File: src/rtl/hdlc_tx_pkg.sv
package hdlc_tx_pkg;

  typedef enum logic [1:0] {
    SEG_FLAG = 2'd0,
    SEG_DATA = 2'd1,
    SEG_FCS  = 2'd2
  } seg_e;

  localparam int          FLAG_W   = 8;
  localparam logic [7:0]  FLAG_PAT = 8'h7E;

endpackage

File: src/rtl/hdlc_tx_slot.sv
module hdlc_tx_slot #(
  parameter int DATA_W = 8
) (
  input  logic              clk,
  input  logic              rst_n,
  input  logic [DATA_W-1:0] in_data,
  input  logic              in_valid,
  input  logic              in_last,
  output logic              in_ready,
  input  logic              take,
  output logic              slot_vld,
  output logic [DATA_W-1:0] slot_data,
  output logic              slot_last
);

  logic              vld_q, vld_d;
  logic [DATA_W-1:0] data_q, data_d;
  logic              last_q, last_d;

  always_comb begin
    vld_d  = vld_q;
    data_d = data_q;
    last_d = last_q;
    if (take) begin
      vld_d = 1'b0;
    end
    if (in_valid && !vld_q) begin
      vld_d  = 1'b1;
      data_d = in_data;
      last_d = in_last;
    end
  end

  always_ff @(posedge clk or negedge rst_n) begin
    if (!rst_n) begin
      vld_q  <= 1'b0;
      data_q <= '0;
      last_q <= 1'b0;
    end else begin
      vld_q  <= vld_d;
      data_q <= data_d;
      last_q <= last_d;
    end
  end

  assign in_ready  = !vld_q;
  assign slot_vld  = vld_q;
  assign slot_data = data_q;
  assign slot_last = last_q;

  // an accepted byte fills the slot for at least the next cycle
  a_r8_slot_fills: assert property (@(posedge clk) disable iff (!rst_n)
    (in_valid && in_ready) |=> !in_ready)
    else $error("accepted byte did not occupy the slot");

  // the sequencer only drains a full slot
  a_r8_take_full: assert property (@(posedge clk) disable iff (!rst_n)
    take |-> vld_q)
    else $error("byte taken from an empty slot");

endmodule

File: src/rtl/hdlc_tx_fcs.sv
module hdlc_tx_fcs #(
  parameter int              FCS_W = 16,
  parameter logic [FCS_W-1:0] POLY  = 16'h1021,
  parameter logic [FCS_W-1:0] SEED  = 16'hFFFF
) (
  input  logic             clk,
  input  logic             rst_n,
  input  logic             upd,
  input  logic             restart,
  input  logic             din,
  output logic [FCS_W-1:0] fcs_o
);

  logic [FCS_W-1:0] crc_q, crc_d, base;
  logic             fb;

  always_comb begin
    base  = restart ? SEED : crc_q;
    fb    = base[FCS_W-1] ^ din;
    crc_d = crc_q;
    if (upd) begin
      crc_d = {base[FCS_W-2:0], 1'b0} ^ (fb ? POLY : '0);
    end
  end

  always_ff @(posedge clk or negedge rst_n) begin
    if (!rst_n) begin
      crc_q <= SEED;
    end else begin
      crc_q <= crc_d;
    end
  end

  assign fcs_o = crc_q;

  // the register only moves on a frame bit
  a_r4_crc_hold: assert property (@(posedge clk) disable iff (!rst_n)
    !upd |=> $stable(fcs_o))
    else $error("check register changed without a frame bit");

endmodule

File: src/rtl/hdlc_tx_stuff.sv
module hdlc_tx_stuff #(
  parameter int RUN_LEN = 5
) (
  input  logic clk,
  input  logic rst_n,
  input  logic step,
  input  logic emit,
  input  logic region,
  input  logic bit_i,
  output logic pend_o
);

  localparam int CW = $clog2(RUN_LEN + 1);

  logic [CW-1:0] ones_q, ones_d;
  logic          pend_q, pend_d;

  always_comb begin
    ones_d = ones_q;
    pend_d = pend_q;
    if (step && pend_q) begin
      pend_d = 1'b0;
      ones_d = '0;
    end else if (emit) begin
      if (region && bit_i) begin
        if (ones_q == CW'(RUN_LEN - 1)) begin
          pend_d = 1'b1;
          ones_d = '0;
        end else begin
          ones_d = ones_q + CW'(1);
        end
      end else begin
        ones_d = '0;
      end
    end
  end

  always_ff @(posedge clk or negedge rst_n) begin
    if (!rst_n) begin
      ones_q <= '0;
      pend_q <= 1'b0;
    end else begin
      ones_q <= ones_d;
      pend_q <= pend_d;
    end
  end

  assign pend_o = pend_q;

  // an inserted zero occupies exactly one line slot
  a_r5_one_slot: assert property (@(posedge clk) disable iff (!rst_n)
    (step && pend_o) |=> !pend_o)
    else $error("stuffed zero pending for more than one slot");

  // flag bits never count toward a run
  a_r5_flag_clears: assert property (@(posedge clk) disable iff (!rst_n)
    (emit && !region) |=> (ones_q == '0) && !pend_o)
    else $error("run counted across a flag bit");

endmodule

File: src/rtl/hdlc_tx_serial.sv
module hdlc_tx_serial
  import hdlc_tx_pkg::*;
#(
  parameter int              DATA_W   = 8,
  parameter int              FCS_W    = 16,
  parameter logic [FCS_W-1:0] FCS_POLY = 16'h1021,
  parameter logic [FCS_W-1:0] FCS_SEED = 16'hFFFF,
  parameter int              RUN_LEN  = 5
) (
  input  logic              clk,
  input  logic              rst_n,
  input  logic              bit_en,
  input  logic              cfg_shared_flag,
  input  logic [DATA_W-1:0] in_data,
  input  logic              in_valid,
  input  logic              in_last,
  output logic              in_ready,
  output logic              tx_bit
);

  localparam int SH_W0 = (FCS_W > DATA_W) ? FCS_W : DATA_W;
  localparam int SH_W  = (SH_W0 > FLAG_W) ? SH_W0 : FLAG_W;
  localparam int CNT_W = $clog2(SH_W + 1);

  seg_e             seg_q, seg_d, cur_seg;
  logic [SH_W-1:0]  sh_q, sh_d, cur_sh;
  logic [CNT_W-1:0] left_q, left_d, cur_left;
  logic             last_q, last_d, last_sel;
  logic             extra_q, extra_d, extra_sel;
  logic             tx_q, tx_d;

  logic              slot_vld, slot_last;
  logic [DATA_W-1:0] slot_data;
  logic              take_sel, take_w, restart_sel, stall, go, region;
  logic              stuff_pend, crc_upd;
  logic [FCS_W-1:0]  fcs_val, fcs_rev;

  hdlc_tx_slot #(.DATA_W(DATA_W)) u_slot (
    .clk      (clk),
    .rst_n    (rst_n),
    .in_data  (in_data),
    .in_valid (in_valid),
    .in_last  (in_last),
    .in_ready (in_ready),
    .take     (take_w),
    .slot_vld (slot_vld),
    .slot_data(slot_data),
    .slot_last(slot_last)
  );

  // symbol selection: when the shifter is empty, pick what goes out next
  always_comb begin
    for (int i = 0; i < FCS_W; i++) begin
      fcs_rev[i] = ~fcs_val[FCS_W-1-i];
    end
    cur_seg     = seg_q;
    cur_sh      = sh_q;
    cur_left    = left_q;
    take_sel    = 1'b0;
    restart_sel = 1'b0;
    stall       = 1'b0;
    last_sel    = last_q;
    extra_sel   = extra_q;
    if (left_q == '0) begin
      case (seg_q)
        SEG_DATA: begin
          if (last_q) begin
            cur_seg  = SEG_FCS;
            cur_sh   = SH_W'(fcs_rev);
            cur_left = CNT_W'(FCS_W);
          end else if (slot_vld) begin
            cur_seg  = SEG_DATA;
            cur_sh   = SH_W'(slot_data);
            cur_left = CNT_W'(DATA_W);
            take_sel = 1'b1;
            last_sel = slot_last;
          end else begin
            stall = 1'b1;
          end
        end
        SEG_FCS: begin
          cur_seg   = SEG_FLAG;
          cur_sh    = SH_W'(FLAG_PAT);
          cur_left  = CNT_W'(FLAG_W);
          extra_sel = !cfg_shared_flag;
        end
        default: begin
          if (!extra_q && slot_vld) begin
            cur_seg     = SEG_DATA;
            cur_sh      = SH_W'(slot_data);
            cur_left    = CNT_W'(DATA_W);
            take_sel    = 1'b1;
            restart_sel = 1'b1;
            last_sel    = slot_last;
          end else begin
            cur_seg   = SEG_FLAG;
            cur_sh    = SH_W'(FLAG_PAT);
            cur_left  = CNT_W'(FLAG_W);
            extra_sel = 1'b0;
          end
        end
      endcase
    end
    go      = bit_en && !stuff_pend && !stall;
    region  = (cur_seg != SEG_FLAG);
    take_w  = go && take_sel;
    crc_upd = go && (cur_seg == SEG_DATA);
  end

  hdlc_tx_fcs #(.FCS_W(FCS_W), .POLY(FCS_POLY), .SEED(FCS_SEED)) u_fcs (
    .clk    (clk),
    .rst_n  (rst_n),
    .upd    (crc_upd),
    .restart(restart_sel),
    .din    (cur_sh[0]),
    .fcs_o  (fcs_val)
  );

  hdlc_tx_stuff #(.RUN_LEN(RUN_LEN)) u_stuff (
    .clk   (clk),
    .rst_n (rst_n),
    .step  (bit_en),
    .emit  (go),
    .region(region),
    .bit_i (cur_sh[0]),
    .pend_o(stuff_pend)
  );

  // next state
  always_comb begin
    seg_d   = seg_q;
    sh_d    = sh_q;
    left_d  = left_q;
    last_d  = last_q;
    extra_d = extra_q;
    tx_d    = tx_q;
    if (go) begin
      seg_d   = cur_seg;
      sh_d    = cur_sh >> 1;
      left_d  = cur_left - CNT_W'(1);
      last_d  = last_sel;
      extra_d = extra_sel;
      tx_d    = cur_sh[0];
    end else if (bit_en && stuff_pend) begin
      tx_d = 1'b0;
    end
  end

  always_ff @(posedge clk or negedge rst_n) begin
    if (!rst_n) begin
      seg_q   <= SEG_FLAG;
      sh_q    <= '0;
      left_q  <= '0;
      last_q  <= 1'b0;
      extra_q <= 1'b1;
      tx_q    <= 1'b1;
    end else begin
      seg_q   <= seg_d;
      sh_q    <= sh_d;
      left_q  <= left_d;
      last_q  <= last_d;
      extra_q <= extra_d;
      tx_q    <= tx_d;
    end
  end

  assign tx_bit = tx_q;

  // the line only moves after an enabled cycle
  a_r3_line_hold: assert property (@(posedge clk) disable iff (!rst_n)
    !bit_en |=> $stable(tx_bit))
    else $error("tx_bit moved without bit_en");

  // a pending insertion puts a zero on the line
  a_r5_stuff_zero: assert property (@(posedge clk) disable iff (!rst_n)
    (bit_en && stuff_pend) |=> !tx_bit)
    else $error("inserted bit was not zero");

  // an empty slot at a flag boundary keeps the line in flags
  a_r2_idle_flag: assert property (@(posedge clk) disable iff (!rst_n)
    (bit_en && !stuff_pend && seg_q == SEG_FLAG && left_q == '0 && !slot_vld)
      |=> (seg_q == SEG_FLAG))
    else $error("left the flag sequence with no byte held");

  // a frame opens only once a flag has fully gone out
  a_r9_open_on_flag: assert property (@(posedge clk) disable iff (!rst_n)
    (take_w && seg_q == SEG_FLAG) |-> (left_q == '0) && !extra_q)
    else $error("frame started inside or before a flag");

endmodule

File: config.mk
export PLATFORM = sky130hd
export DESIGN_NAME = hdlc_tx_serial
export DESIGN_NICKNAME = d
export VERILOG_FILES = /design/src/rtl/hdlc_tx_pkg.sv /design/src/rtl/hdlc_tx_slot.sv /design/src/rtl/hdlc_tx_fcs.sv /design/src/rtl/hdlc_tx_stuff.sv /design/src/rtl/hdlc_tx_serial.sv
export SDC_FILE = /design/constraint.sdc
export NUM_CORES = 1
export LEC_CHECK = 0
export BUFFER_PORTS_ARGS = -buffer_cell sky130_fd_sc_hd__buf_2
export CAP_MARGIN = 20
export CORE_MARGIN = 5
export CORE_UTILIZATION = 55
export CTS_CLUSTER_DIAMETER = 60
export DETAILED_ROUTE_END_ITERATION = 6
export GPL_ROUTABILITY_DRIVEN = 0
export HOLD_SLACK_MARGIN = 0.15
export PLACE_DENSITY = 0.8
export SETUP_SLACK_MARGIN = 0.02
export SLEW_MARGIN = 10
export SYNTH_ARGS = -nofsm -noshare
export SYNTH_HDL_FRONTEND = slang
export SYNTH_HIERARCHICAL = 1
export SYNTH_SLANG_ARGS = --single-unit
File: constraint.sdc
create_clock -name clk -period 3.53 [get_ports clk]
set_clock_uncertainty 0.15 [all_clocks]
set_input_delay 0.1765 -clock clk [delete_from_list [all_inputs] [get_ports clk]]
set_output_delay 0.1765 -clock clk [all_outputs]
set_load 0.01 [all_outputs]
After elaboration in Yosys (flattened, before gate mapping) --
Index checks and enable logic that the tools add are counted.
Storage, ports and cells: register bits 55, bits of input ports 14, word-level logic and storage cells 108
Cells by class: add/subtract/negate cells 2, equality and inequality tests 5, mux-type cells 45, bitwise operators 20, reduce and logical (&&, ||, !) cells 24
Operators with widths (count):
- two-way mux 16 bit | 3
- case mux 16 bit (2 select lines) | 1
- two-way mux 1 bit | 23
- two-way mux 5 bit | 4
- NOT 1 bit | 18
- bitwise XOR 16 bit | 1
- two-way mux 15 bit | 1
- two-way mux 13 bit | 1
- two-way mux 3 bit | 4
- nonzero test 2 bit | 6
- logical AND 1 bit | 8
- two-way mux 8 bit | 1
- AND reduction 4 bit | 2
- two-way mux 2 bit | 3
- case mux 1 bit (2 select lines) | 3
- logical NOT 1 bit | 5
- logical NOT 5 bit | 1
- subtractor 5 x 1 -> 5 bit (second input constant) | 1
- equality test 2 x 1 -> 1 bit (second input constant) | 2
- case mux 2 bit (2 select lines) | 1
- adder 3 x 1 -> 3 bit (second input constant) | 1
- equality test 3 bit (second input constant) | 1
- AND reduction 3 bit | 1
- equality test 2 bit (second input constant) | 1
- 3 further kinds | 3

Depth between registers and ports, before layout --
Gate-level depths: netlist of run 1.
depth in word-level cells 10, mapped depth 10

By module --
Netlist of run 1, hierarchy kept.
By module, submodules not included:
- hdlc_tx_serial | times used 1, cells an instance 190, area each 1626.6 um^2
- hdlc_tx_fcs | times used 1, cells an instance 74, area each 725.7 um^2
- hdlc_tx_slot | times used 1, cells an instance 23, area each 414.1 um^2
- hdlc_tx_stuff | times used 1, cells an instance 23, area each 226.5 um^2

Worst setup path after synthesis of run 1 --
Ideal clock, no wire load.
path kind reg2reg, start reg seg_q[0], end reg u_stuff.ones_q[2], arrival 2.377 ns, required time 3.316 ns, setup slack 0.939 ns, stages on the path, launching flop included 11, buffers on the path 1, period minus slack after synthesis 2.591 ns, cell sequence dfrtp_1 -> inv_1 -> ha_1 -> clkbuf_1 -> nor3b_1 -> nand3_1 -> o311a_1 -> o21ai_0 -> nand3_1 -> and4bb_2 -> a31o_2
RTL lines:
- start, declared | RTL line hdlc_tx_serial.sv:25 | seg_e seg_q, seg_d, cur_seg;
- start signal, assigned | RTL line hdlc_tx_serial.sv:158 | seg_q <= seg_d;
- equality test 2 bit / equality test 2 x 1 -> 1 bit (equally long branches) | RTL line hdlc_tx_serial.sv:65 | case (seg_q)
- case mux 16 bit (2 select lines) * | RTL line hdlc_tx_serial.sv:65
- two-way mux 16 bit * | RTL line hdlc_tx_serial.sv:64 | if (left_q == '0) begin
- via cur_sh[0] | RTL line hdlc_tx_serial.sv:26 | logic [SH_W-1:0] sh_q, sh_d, cur_sh;
- logical AND 1 bit * | RTL line hdlc_tx_stuff.sv:25 | if (region && bit_i) begin
- two-way mux 3 bit * | RTL line hdlc_tx_stuff.sv:25
- two-way mux 3 bit * | RTL line hdlc_tx_stuff.sv:24 | end else if (emit) begin
- two-way mux 3 bit * | RTL line hdlc_tx_stuff.sv:21 | if (step && pend_q) begin
- end signal, assigned | RTL line hdlc_tx_stuff.sv:43 | ones_q <= ones_d;
- end, declared | RTL line hdlc_tx_stuff.sv:15 | logic [CW-1:0] ones_q, ones_d;
The timed path passes the listed nets; every way through them passes the cells marked *. The select of a mux whose other input is x is not followed. A chain may end at the register's enable or synchronous reset.

Worst setup path after layout of run 1 --
start reg seg_q[1], end reg u_fcs.crc_q[5] (netlist: u_fcs/fcs_o[5])
RTL lines:
- two-way mux 2 bit / equality test 2 x 1 -> 1 bit (equally long branches) | RTL line hdlc_tx_serial.sv:71, hdlc_tx_serial.sv:65
- two-way mux 2 bit / two-way mux 1 bit (equally long branches) | RTL line hdlc_tx_serial.sv:67, hdlc_tx_serial.sv:65
- case mux 2 bit (2 select lines) / two-way mux 1 bit (equally long branches) | RTL line hdlc_tx_serial.sv:65, hdlc_tx_serial.sv:64
- two-way mux 2 bit / logical NOT 1 bit (equally long branches) | RTL line hdlc_tx_serial.sv:64, hdlc_tx_serial.sv:104
- equality test 2 x 1 -> 1 bit / logical AND 1 bit (equally long branches) | RTL line hdlc_tx_serial.sv:107, hdlc_tx_serial.sv:104
- logical AND 1 bit * | RTL line hdlc_tx_serial.sv:107 | crc_upd = go && (cur_seg == SEG_DATA);
- via crc_upd | RTL line hdlc_tx_serial.sv:35 | logic stuff_pend, crc_upd;
- end signal, assigned | RTL line hdlc_tx_fcs.sv:30 | crc_q <= crc_d;
- end, declared | RTL line hdlc_tx_fcs.sv:14 | logic [FCS_W-1:0] crc_q, crc_d, base;
The timed path passes the listed nets; every way through them passes the cells marked *.

==> impl_metrics.env, run 1 <==
export IMPL_status="complete, no violations"
export IMPL_antenna_found_initial=0
export IMPL_r2r_end="u_fcs/fcs_o[5]"
export IMPL_drt_iter0_drc=251
export IMPL_end_kind="flip-flop"
export IMPL_fill_cells=423
export IMPL_initial_core_util_pct=57.50
export IMPL_postSynthAreaPerCell_um2=9.654
export IMPL_synth_cell_area_um2=2993
export IMPL_worstRegToRegCells=9
export IMPL_met3_usage_pct=4.245
export IMPL_hold_viol=0
export IMPL_ant_nets=0
export IMPL_cp_cell_sequence="inv_1 -> ha_1 -> nor3b_1 -> o21ai_0 -> o22ai_1 -> nor2b_2 -> buf_4 -> nand3_1 -> nand3_1"
export IMPL_coreArea_um2=5205
export IMPL_crit_fanout=27
export IMPL_diodes=0
export IMPL_use_met2_pct=30.44
export IMPL_gr_max_usage_layer="met2"
export IMPL_whs_endpoint="u_slot/slot_vld"
export IMPL_syn_inst=310
export IMPL_grt_use_met1_pct=27.63
export IMPL_fin_ws_ps=426.5
export IMPL_ys_flop_type="dfrtp_1"
export IMPL_preCtsSetupSlack_ps=569.7
export IMPL_cts_path_max_buffers=2
export IMPL_drc=0
export IMPL_crit_top_cell="nand3_1"
export IMPL_ys_top_cells_by_area="dfrtp_1 31%, dfstp_2 16%, nor2_1 6.1%"
export IMPL_startpoint_type="flip-flop"
export IMPL_rr_startpoint="seg_q[1]"
export IMPL_vias=2439
export IMPL_io_pins=16
export IMPL_cts_tree="done"
export IMPL_nNetsFinal=351
export IMPL_critPathKind="flip-flop to flip-flop"
export IMPL_cts_root_buf="clkbuf_8"
export IMPL_grt_pass1_wl_mm=11.21
export IMPL_fin_setup_tns_ps=0
export IMPL_synthArstFlopShare_pct=100.0
export IMPL_slowest_delay_ps=530
export IMPL_dr_pass1_iters=6
export IMPL_power_uw=2855
export IMPL_yosysTopAreaCell="dfrtp_1"
export IMPL_ir_drop_v=0.0004863
export IMPL_cts_max_level=2
export IMPL_rows=26
export IMPL_cp_arrival_ps=3210
export IMPL_dp_hpwl_mm=4.650
export IMPL_track_usage_pct=19.91
export IMPL_max_freq_mhz=322.2
export IMPL_drv_cap=0
export IMPL_numCtsBuffers=5
export IMPL_rsz0062_at_grt="no"
export IMPL_routed_via_density=6.052
export IMPL_period_needed_ps=3103
export IMPL_p_leak_uw=0.001383
export IMPL_finalSetupViolCount=0
export IMPL_tightestPinTransition_ps=711.2
export IMPL_hold_path_depth=3
export IMPL_hp_class="input port to flip-flop"
export IMPL_first_global_vias=2299
export IMPL_area_growth_pct=11.45
export IMPL_yosys_warnings=6
export IMPL_rrSetupSlack_ps=430
export IMPL_required_ps=3630
export IMPL_ys_ff_latch=55
export IMPL_power_density_nw_per_um2=855.8
export IMPL_drive_gt1_share_pct=21.32
export IMPL_wl_per_cell_um=16.81
export IMPL_synth_edf_count=0
export IMPL_grt_max_degree=35
export IMPL_grt_overflow=0
export IMPL_io_buffer_count=15
export IMPL_max_slew_margin_rel_pct=52.59
export IMPL_yosysSeqAreaShare_pct=46.74
export IMPL_critPathSlowestCell="nor3b_1"
export IMPL_fin_crit_sh_pct=87.92
export IMPL_die_area_um2=7017
export IMPL_clock_latency_ps=320
export IMPL_yosysUniqueCellTypes=56
export IMPL_wirelength_mm=6.775
export IMPL_fin_hold_ws_ps=176.3
export IMPL_syn_nets=329
export IMPL_maxSlewViolCount=0
export IMPL_cts_sinks=55
export IMPL_clk_pin_slew_worst_paths_ps=110
export IMPL_final_common_cell="nor2_1"
export IMPL_die_x_um=83.77
export IMPL_netlist_area_leader_share_pct=30.94
export IMPL_dieHeight_um=83.77
export IMPL_mostFrequentLayoutCells="49 x nor2_1, 37 x dfrtp_1, 33 x a21oi_1"
export IMPL_min_delay_start="in_valid"
## cell usage after synthesis, types with 4 or more instances
master and instances:
a21oi_1 33, nor2b_1 4, nand2_1 16, buf_6 5, mux2_4 10, clkbuf_1 7, inv_1 12, nor3b_1 4
o211ai_1 4, dfstp_2 18, o21ai_0 13, ha_1 5, nand2b_1 7, xnor2_1 5, nor2_1 49, or3_1 7
nand3b_1 6, buf_2 4, dfrtp_1 37, o22ai_1 8, a31oi_1 6, nand3_1 7
## worst max path at each step
| stage | startpoint | to | cells past startpoint | slack (ps) |
|---|---|---|---|---|
| 5_1_grt | seg_q[1] | u_fcs/fcs_o[5] | 9 | 130 |
| 2_1_floorplan | seg_q[0] | u_stuff/ones_q[2] | 10 | 940 |
| 3_3_place_gp | seg_q[1] | u_fcs/fcs_o[5] | 9 | 700 |
| 3_5_place_dp | seg_q[1] | u_fcs/fcs_o[5] | 9 | 570 |
| 6_report | seg_q[1] | u_fcs/fcs_o[5] | 9 | 430 |
| 4_1_cts | seg_q[1] | u_fcs/fcs_o[5] | 9 | 550 |
## flip-flops by register name, summed over array words and instances, names as in the netlist
signal            count
seg_q                 2
u_stuff/ones_q        3
last_q                1
u_slot/slot_data      8
u_stuff/pend_o        1
left_q                5
tx_bit                1
sh_q                 15
u_slot/slot_last      1
u_fcs/fcs_o          16
u_slot/slot_vld       1
extra_q               1
## area by class of cell
| cell class | instances | area, um2 | share of cell area [%] |
|---|---|---|---|
| multi-input combinational | 224 | 1424 | 42.69 |
| sequential | 55 | 1399 | 41.94 |
| timing repair buffer | 33 | 240.2 | 7.202 |
| tap | 70 | 87.58 | 2.626 |
| clock buffer | 5 | 68.82 | 2.063 |
| clock inverter | 3 | 67.56 | 2.026 |
| inverter | 13 | 48.80 | 1.463 |
## timing repair
action                     CTS  global route
gates resized for setup      0             0
setup buffers                0             0
setup endpoints to repair    0             0
hold endpoints to repair    33             0
hold buffers                12             0
## power breakdown
group	internal [uW]	switching, uW
Clock	283	210
Combinational	509	595
Sequential	979	279
## cell families (layout without fill, tap and decap cells)
logic type / Yosys count / count (layout) / share of synthesized area [%]
buffers and inverters: 31 / 54 / 5.769
AND/OR/NAND/NOR: 116 / 116 / 19.57
XOR/XNOR: 6 / 6 / 1.756
AO/OA/AOI/OAI: 84 / 84 / 18.02
adder cells (fa/ha/maj): 5 / 5 / 2.090
multiplexers: 13 / 13 / 6.062
flip-flops: 55 / 55 / 46.74
## worst max-delay path: cells and delay by family, from the launching register on
kind,cells,cell delay (ps)
fa+ha+maj,1,450
compound gates,2,520
buf+inv,2,380
simple gates,4,1130
flops,1,410
## stage by stage
step	util, %	area (um2)	instances
6_report	64.09	3336	403
5_1_grt	64.09	3336	403
4_1_cts	63.94	3328	402
3_5_place_dp	59.01	3072	382
3_3_place_gp	59.01	3072	382
2_1_floorplan	-	2993	310
## layer usage
| layer | part of all wire (%) | up-vias | routed length (um) |
|---|---|---|---|
| met2 | 46 | 97 | 3131 |
| met1 | 46 | 1181 | 3099 |
| met3 | 5.7 | 16 | 389 |
| met4 | 2.3 | 0 | 154 |
| li1 | - | 1145 | - |
| met5 | 0 | - | 0 |
Power figures use the tool's default switching activity.
==> inputs of run 2 (changes only) <==
- SYNTH_HIERARCHICAL: 1 -> not set
==> impl_metrics.env, run 2 <==
export IMPL_stdcell_count=419
export IMPL_r2r_end="u_fcs.fcs_o[9]"
export IMPL_crit_fanout=14
export IMPL_max_slew_margin_rel_pct=42.47
export IMPL_multi_input_area_um2=1445
export IMPL_grt_overflow=0
export IMPL_yosysTopAreaCell="dfrtp_1"
export IMPL_post_cts_resized=0
export IMPL_startpoint_type="flip-flop"
export IMPL_critPathSlowestCell="or3_1"
export IMPL_die_x_um=84.06
export IMPL_wirelength_mm=6.333
export IMPL_slowest_delay_ps=650
export IMPL_ys_flop_type="dfrtp_1"
export IMPL_largest_reg_flops=16
export IMPL_routed_via_density=5.649
export IMPL_crit_end="u_fcs.fcs_o[9]"
export IMPL_mostFrequentLayoutCells="44 x nor2_1, 37 x dfrtp_1, 31 x a21oi_1"
export IMPL_synth_cell_area_um2=3017
export IMPL_synth_edf_count=0
export IMPL_finalSetupViolCount=0
export IMPL_cts_tree="done"
export IMPL_ys_top_cells_by_area="dfrtp_1 31%, dfstp_2 16%, nor2_1 5.5%"
export IMPL_drv_cap=0
export IMPL_worstRegToRegCells=7
export IMPL_numCtsBuffers=5
export IMPL_ir_drop_v=0.0006464
export IMPL_cp_cell_sequence="inv_1 -> ha_1 -> or3b_2 -> and4_1 -> or3_1 -> buf_4 -> mux2i_1"
export IMPL_hold_viol=0
export IMPL_rows=27
export IMPL_cp_arrival_ps=3110
export IMPL_grt_pass1_wl_mm=11.29
export IMPL_synth_most_common_cell="nor2_1"
export IMPL_netlist_area_leader_share_pct=30.69
export IMPL_track_usage_pct=19.41
export IMPL_max_freq_mhz=330.9
export IMPL_postSynthAreaPerCell_um2=9.516
export IMPL_nNetsFinal=365
export IMPL_final_common_cell="nor2_1"
export IMPL_power_uw=2751
export IMPL_coreArea_um2=5405
export IMPL_fin_setup_tns_ps=0
export IMPL_clk_pin_slew_worst_paths_ps=100
export IMPL_rr_startpoint="seg_q[1]"
export IMPL_p_leak_uw=0.001542
export IMPL_dp_cells=398
export IMPL_area_growth_pct=13.36
export IMPL_crit_path_start="seg_q[1]"
export IMPL_path_buf_inv=2
export IMPL_cts_sinks=55
export IMPL_yosys_warnings=0
export IMPL_rrSetupSlack_ps=510
export IMPL_postCtsSetupBuffers=0
export IMPL_io_pins=16
export IMPL_period_needed_ps=3022
export IMPL_cts_path_max_buffers=2
export IMPL_yosysSeqAreaShare_pct=46.37
export IMPL_hp_class="input port to async pin"
export IMPL_ant_nets=0
export IMPL_required_ps=3610
export IMPL_cts_max_level=2
export IMPL_diodes=0
export IMPL_die_area_um2=7066
export IMPL_drive_gt1_share_pct=22.77
export IMPL_wl_per_cell_um=15.11
export IMPL_cts_root_buf="clkbuf_8"
export IMPL_first_global_vias=2395
export IMPL_maxSlewViolCount=0
export IMPL_fin_crit_sh_pct=85.61
export IMPL_dieHeight_um=84.06
export IMPL_fill_cells=429
export IMPL_antenna_found_initial=0
export IMPL_power_density_nw_per_um2=804.5
export IMPL_yosysUniqueCellTypes=52
export IMPL_syn_nets=336
export IMPL_io_buffer_count=15
export IMPL_yosys_top_cells_count="44 x nor2_1, 37 x dfrtp_1, 31 x a21oi_1"
export IMPL_syn_inst=317
export IMPL_tightestPinTransition_ps=861.1
export IMPL_drt_iter0_drc=171
export IMPL_rsz0062_at_grt="no"
export IMPL_regArea_um2=1399
export IMPL_synthArstFlopShare_pct=100.0
export IMPL_utilization_pct=63.26
export IMPL_cp_depth=7
export IMPL_vias=2367
export IMPL_end_kind="flip-flop"
export IMPL_grt_max_degree=46
export IMPL_drc=0
export IMPL_cp_top_family="simple AND/OR/NAND/NOR gates"
export IMPL_dp_hpwl_mm=4.328
export IMPL_clock_latency_ps=310
export IMPL_ys_ff_latch=55
export IMPL_dr_pass1_iters=4
export IMPL_status="complete, no violations"
export IMPL_critPathKind="flip-flop to flip-flop"
export IMPL_initial_core_util_pct=55.81
run 2: cell types whose count changed in the layout (fill, tap and decap cells not counted), moves of 6 or more:
cell,previous run,this run
o22ai_1,8,2
mux2i_1,2,11
inv_1,12,26
mux2_2,1,14
nand2b_1,7,1
or3_1,7,1
run 2: cells by family (layout without fill, tap and decap cells):
logic type                 count (synthesis)  count (layout)  share of synthesized area, %
adders and majority gates                  5               5                         2.074
AOI/OAI and AO/OA                         79              79                         16.34
muxes                                     31              31                         11.86
DFF                                       55              55                         46.37
xor gates and xnor gates                   6               6                         1.742
and+or+nand+nor                           98              98                         15.60
buffers and inverters                     43              73                         6.014
run 2: how the worst min path moves through the flow:
stage	slack [ps]	to
final	200	u_slot.slot_data[6]
after global routing	240	u_slot.slot_data[6]
after CTS	300	u_slot.slot_last
after detailed placement	230	left_q[1]
after global placement	240	left_q[0]
after floorplan	-270	last_q
run 2: layer usage:
layer	share of wire (%)	vias up	global-route usage [%]	routed length (um)
met5	0	-	0	0
met4	1.7	0	5.994	108
met3	3.6	11	3.258	231
met2	50	50	32.93	3196
met1	44	1154	25.24	2796
li1	-	1152	-	-
run 2: where the power goes:
part           leakage, uW  internal (uW)  switching, uW  total, uW
Clock            0.0000459            158            196        354
Combinational     0.000875            552            605       1160
Sequential        0.000622            984            256       1240
Total              0.00154           1690           1060       2750
run 2: metrics by stage:
step	cell area, um2	setup slack (ps)	hold WS, ps
floorplan	3017	1045	-269.1
detailed placement	3189	562.2	234.7
global placement	3189	632.4	240.9
finish	3420	508.0	199.1
global route	3420	389.3	235.4
CTS	3400	530.4	302.8
run 2: what timing repair did:
action                                 CTS  global route
endpoints found under the hold margin   47             0
hold buffers                            12             0
setup endpoints to repair                0             0
run 2: cell type report:
class | instances | area share, %
Tap cell | 72 | 2.634
Clock inverter | 1 | 0.1098
Multi-Input combinational cell | 219 | 42.26
Clock buffer | 7 | 2.525
Timing Repair Buffer | 39 | 8.708
Sequential cell | 55 | 40.91
Inverter | 26 | 2.854
==> inputs of run 3 (changes only) <==
- CORE_UTILIZATION: 55 -> 60
- PLACE_DENSITY: 0.8 -> 0.85
==> impl_metrics.env, run 3 (synthesis gave the netlist of run 2 again) <==
export IMPL_status="complete, no violations"
export IMPL_cts_max_level=2
export IMPL_ant_nets=0
export IMPL_power_switching_uw=1055
export IMPL_nNetsFinal=360
export IMPL_crit_fanout=16
export IMPL_fill_cells=380
export IMPL_max_slew_margin_rel_pct=40.01
export IMPL_postCtsSetupBuffers=0
export IMPL_period_needed_ps=2824
export IMPL_p_int_uw=1645
export IMPL_drt_iter0_drc=228
export IMPL_max_freq_mhz=354.1
export IMPL_end_kind="flip-flop"
export IMPL_fin_setup_tns_ps=0
export IMPL_power_density_nw_per_um2=805.0
export IMPL_drive_gt1_share_pct=21.35
export IMPL_required_ps=3610
export IMPL_critPathKind="flip-flop to flip-flop"
export IMPL_grt_use_met1_pct=30.65
export IMPL_hold_viol=0
export IMPL_use_met2_pct=36.86
export IMPL_tightestPinTransition_ps=898.0
export IMPL_startpoint_type="flip-flop"
export IMPL_finalSetupViolCount=0
export IMPL_dieHeight_um=80.91
export IMPL_hp_class="input port to async pin"
export IMPL_wl_per_cell_um=15.62
export IMPL_final_common_cell="nor2_1"
export IMPL_coreArea_um2=4817
export IMPL_io_pins=16
export IMPL_grt_pass1_wl_mm=11.52
export IMPL_drv_cap=0
export IMPL_rsz0062_at_grt="no"
export IMPL_cts_path_max_buffers=2
export IMPL_initial_core_util_pct=62.62
export IMPL_io_buffer_count=15
export IMPL_slowest_delay_ps=520
export IMPL_swShare_pct=39.07
export IMPL_dp_hpwl_mm=4.225
export IMPL_track_usage_pct=22.65
export IMPL_critPathSlowestCell="or3b_2"
export IMPL_ir_drop_v=0.0005167
export IMPL_mostFrequentLayoutCells="44 x nor2_1, 37 x dfrtp_1, 31 x a21oi_1"
export IMPL_cts_tree="done"
export IMPL_dr_pass1_iters=7
export IMPL_wirelength_mm=6.388
export IMPL_first_global_vias=2464
export IMPL_hold_buffers=12
export IMPL_routed_via_density=5.834
export IMPL_cp_arrival_ps=2900
export IMPL_cp_cell_sequence="inv_1 -> ha_1 -> or3b_2 -> and4_1 -> or3_1 -> buf_4 -> mux2_4"
export IMPL_p_leak_uw=0.001507
export IMPL_clock_latency_ps=300
export IMPL_rows=25
export IMPL_antenna_found_initial=0
export IMPL_cts_sinks=55
export IMPL_maxSlewViolCount=0
export IMPL_post_cts_resized=0
export IMPL_numCtsBuffers=5
export IMPL_fin_crit_sh_pct=79.99
export IMPL_rrSetupSlack_ps=710
export IMPL_diodes=0
export IMPL_pwr_share_clk_pct=12.2
export IMPL_die_area_um2=6546
export IMPL_combPwrFrac_pct=41.9
export IMPL_met3_usage_pct=4.324
export IMPL_grt_max_degree=42
export IMPL_largest_reg_flops=16
export IMPL_vias=2386
export IMPL_gr_max_usage_layer="met2"
export IMPL_clk_pin_slew_worst_paths_ps=100
export IMPL_power_frac_seq_pct=45.9
export IMPL_die_x_um=80.91
export IMPL_fin_hold_ws_ps=290.2
export IMPL_grt_overflow=0
export IMPL_drc=0
export IMPL_cts_root_buf="clkbuf_8"
export IMPL_area_growth_pct=11.16
run 3: cell types whose count changed in the layout (fill, tap and decap cells not counted):
cell | previous run | this run
buf_12 | 1 | 0
buf_4 | 11 | 7
clkbuf_1 | 1 | 3
clkbuf_8 | 6 | 5
clkinv_1 | 1 | 0
run 3: worst max-delay path: cells and delay by family (launching register included):
family / cells / cell delay [ps]
buf+inv: 2 / 320
mux: 1 / 330
flops: 1 / 450
fa+ha+maj: 1 / 410
simple gates: 3 / 1090
run 3: power groups by stage:
stage	Combinational, uW	Clock [uW]	Sequential, uW
finish	1130	329	1240
global route	1280	368	1280
CTS	1110	340	1240
detailed placement	1090	0	1250
global placement	1040	0	1230
floorplan	910	0	1150
run 3: worst paths after layout:
check | from | to | cells after the start
max | seg_q[1] | u_fcs.fcs_o[12] | 7
min | rst_n | u_slot.slot_data[7] | 2
max reg2reg | seg_q[1] | u_fcs.fcs_o[12] | 7
min reg2reg | u_fcs.fcs_o[8] | u_fcs.fcs_o[8] | 2
max in group asynchronous | rst_n | extra_q | 3
min in group clk | u_fcs.fcs_o[8] | u_fcs.fcs_o[8] | 2
run 3: metrics by stage:
| stage | instances | utilization [%] | total power [uW] | area, um2 | setup slack, ps |
|---|---|---|---|---|---|
| 6_report | 409 | 69.61 | 2699 | 3353 | 706.3 |
| 5_1_grt | 409 | 69.61 | 2930 | 3353 | 515.9 |
| 4_1_cts | 409 | 69.61 | 2684 | 3353 | 744.5 |
| 3_5_place_dp | 389 | 65.45 | 2338 | 3153 | 776.9 |
| 3_3_place_gp | 389 | 65.45 | 2273 | 3153 | 842.2 |
| 2_1_floorplan | 317 | - | 2056 | 3017 | 1045 |
run 3: layer usage:
metal | routed length, um | vias up
met3 | 279 | 14
li1 | - | 1149
met1 | 2858 | 1146
met5 | 0 | -
met4 | 105 | 0
met2 | 3144 | 77
run 3: cell type report:
type                    count  area, um2  share of cell area (%)
clock buffers               8      80.08                   2.388
repair buffers             34      247.7                   7.388
inverters                  26      97.59                   2.910
flip-flops and latches     55       1399                   41.72
well taps                  67      83.83                   2.500
multi-input cells         219       1445                   43.10
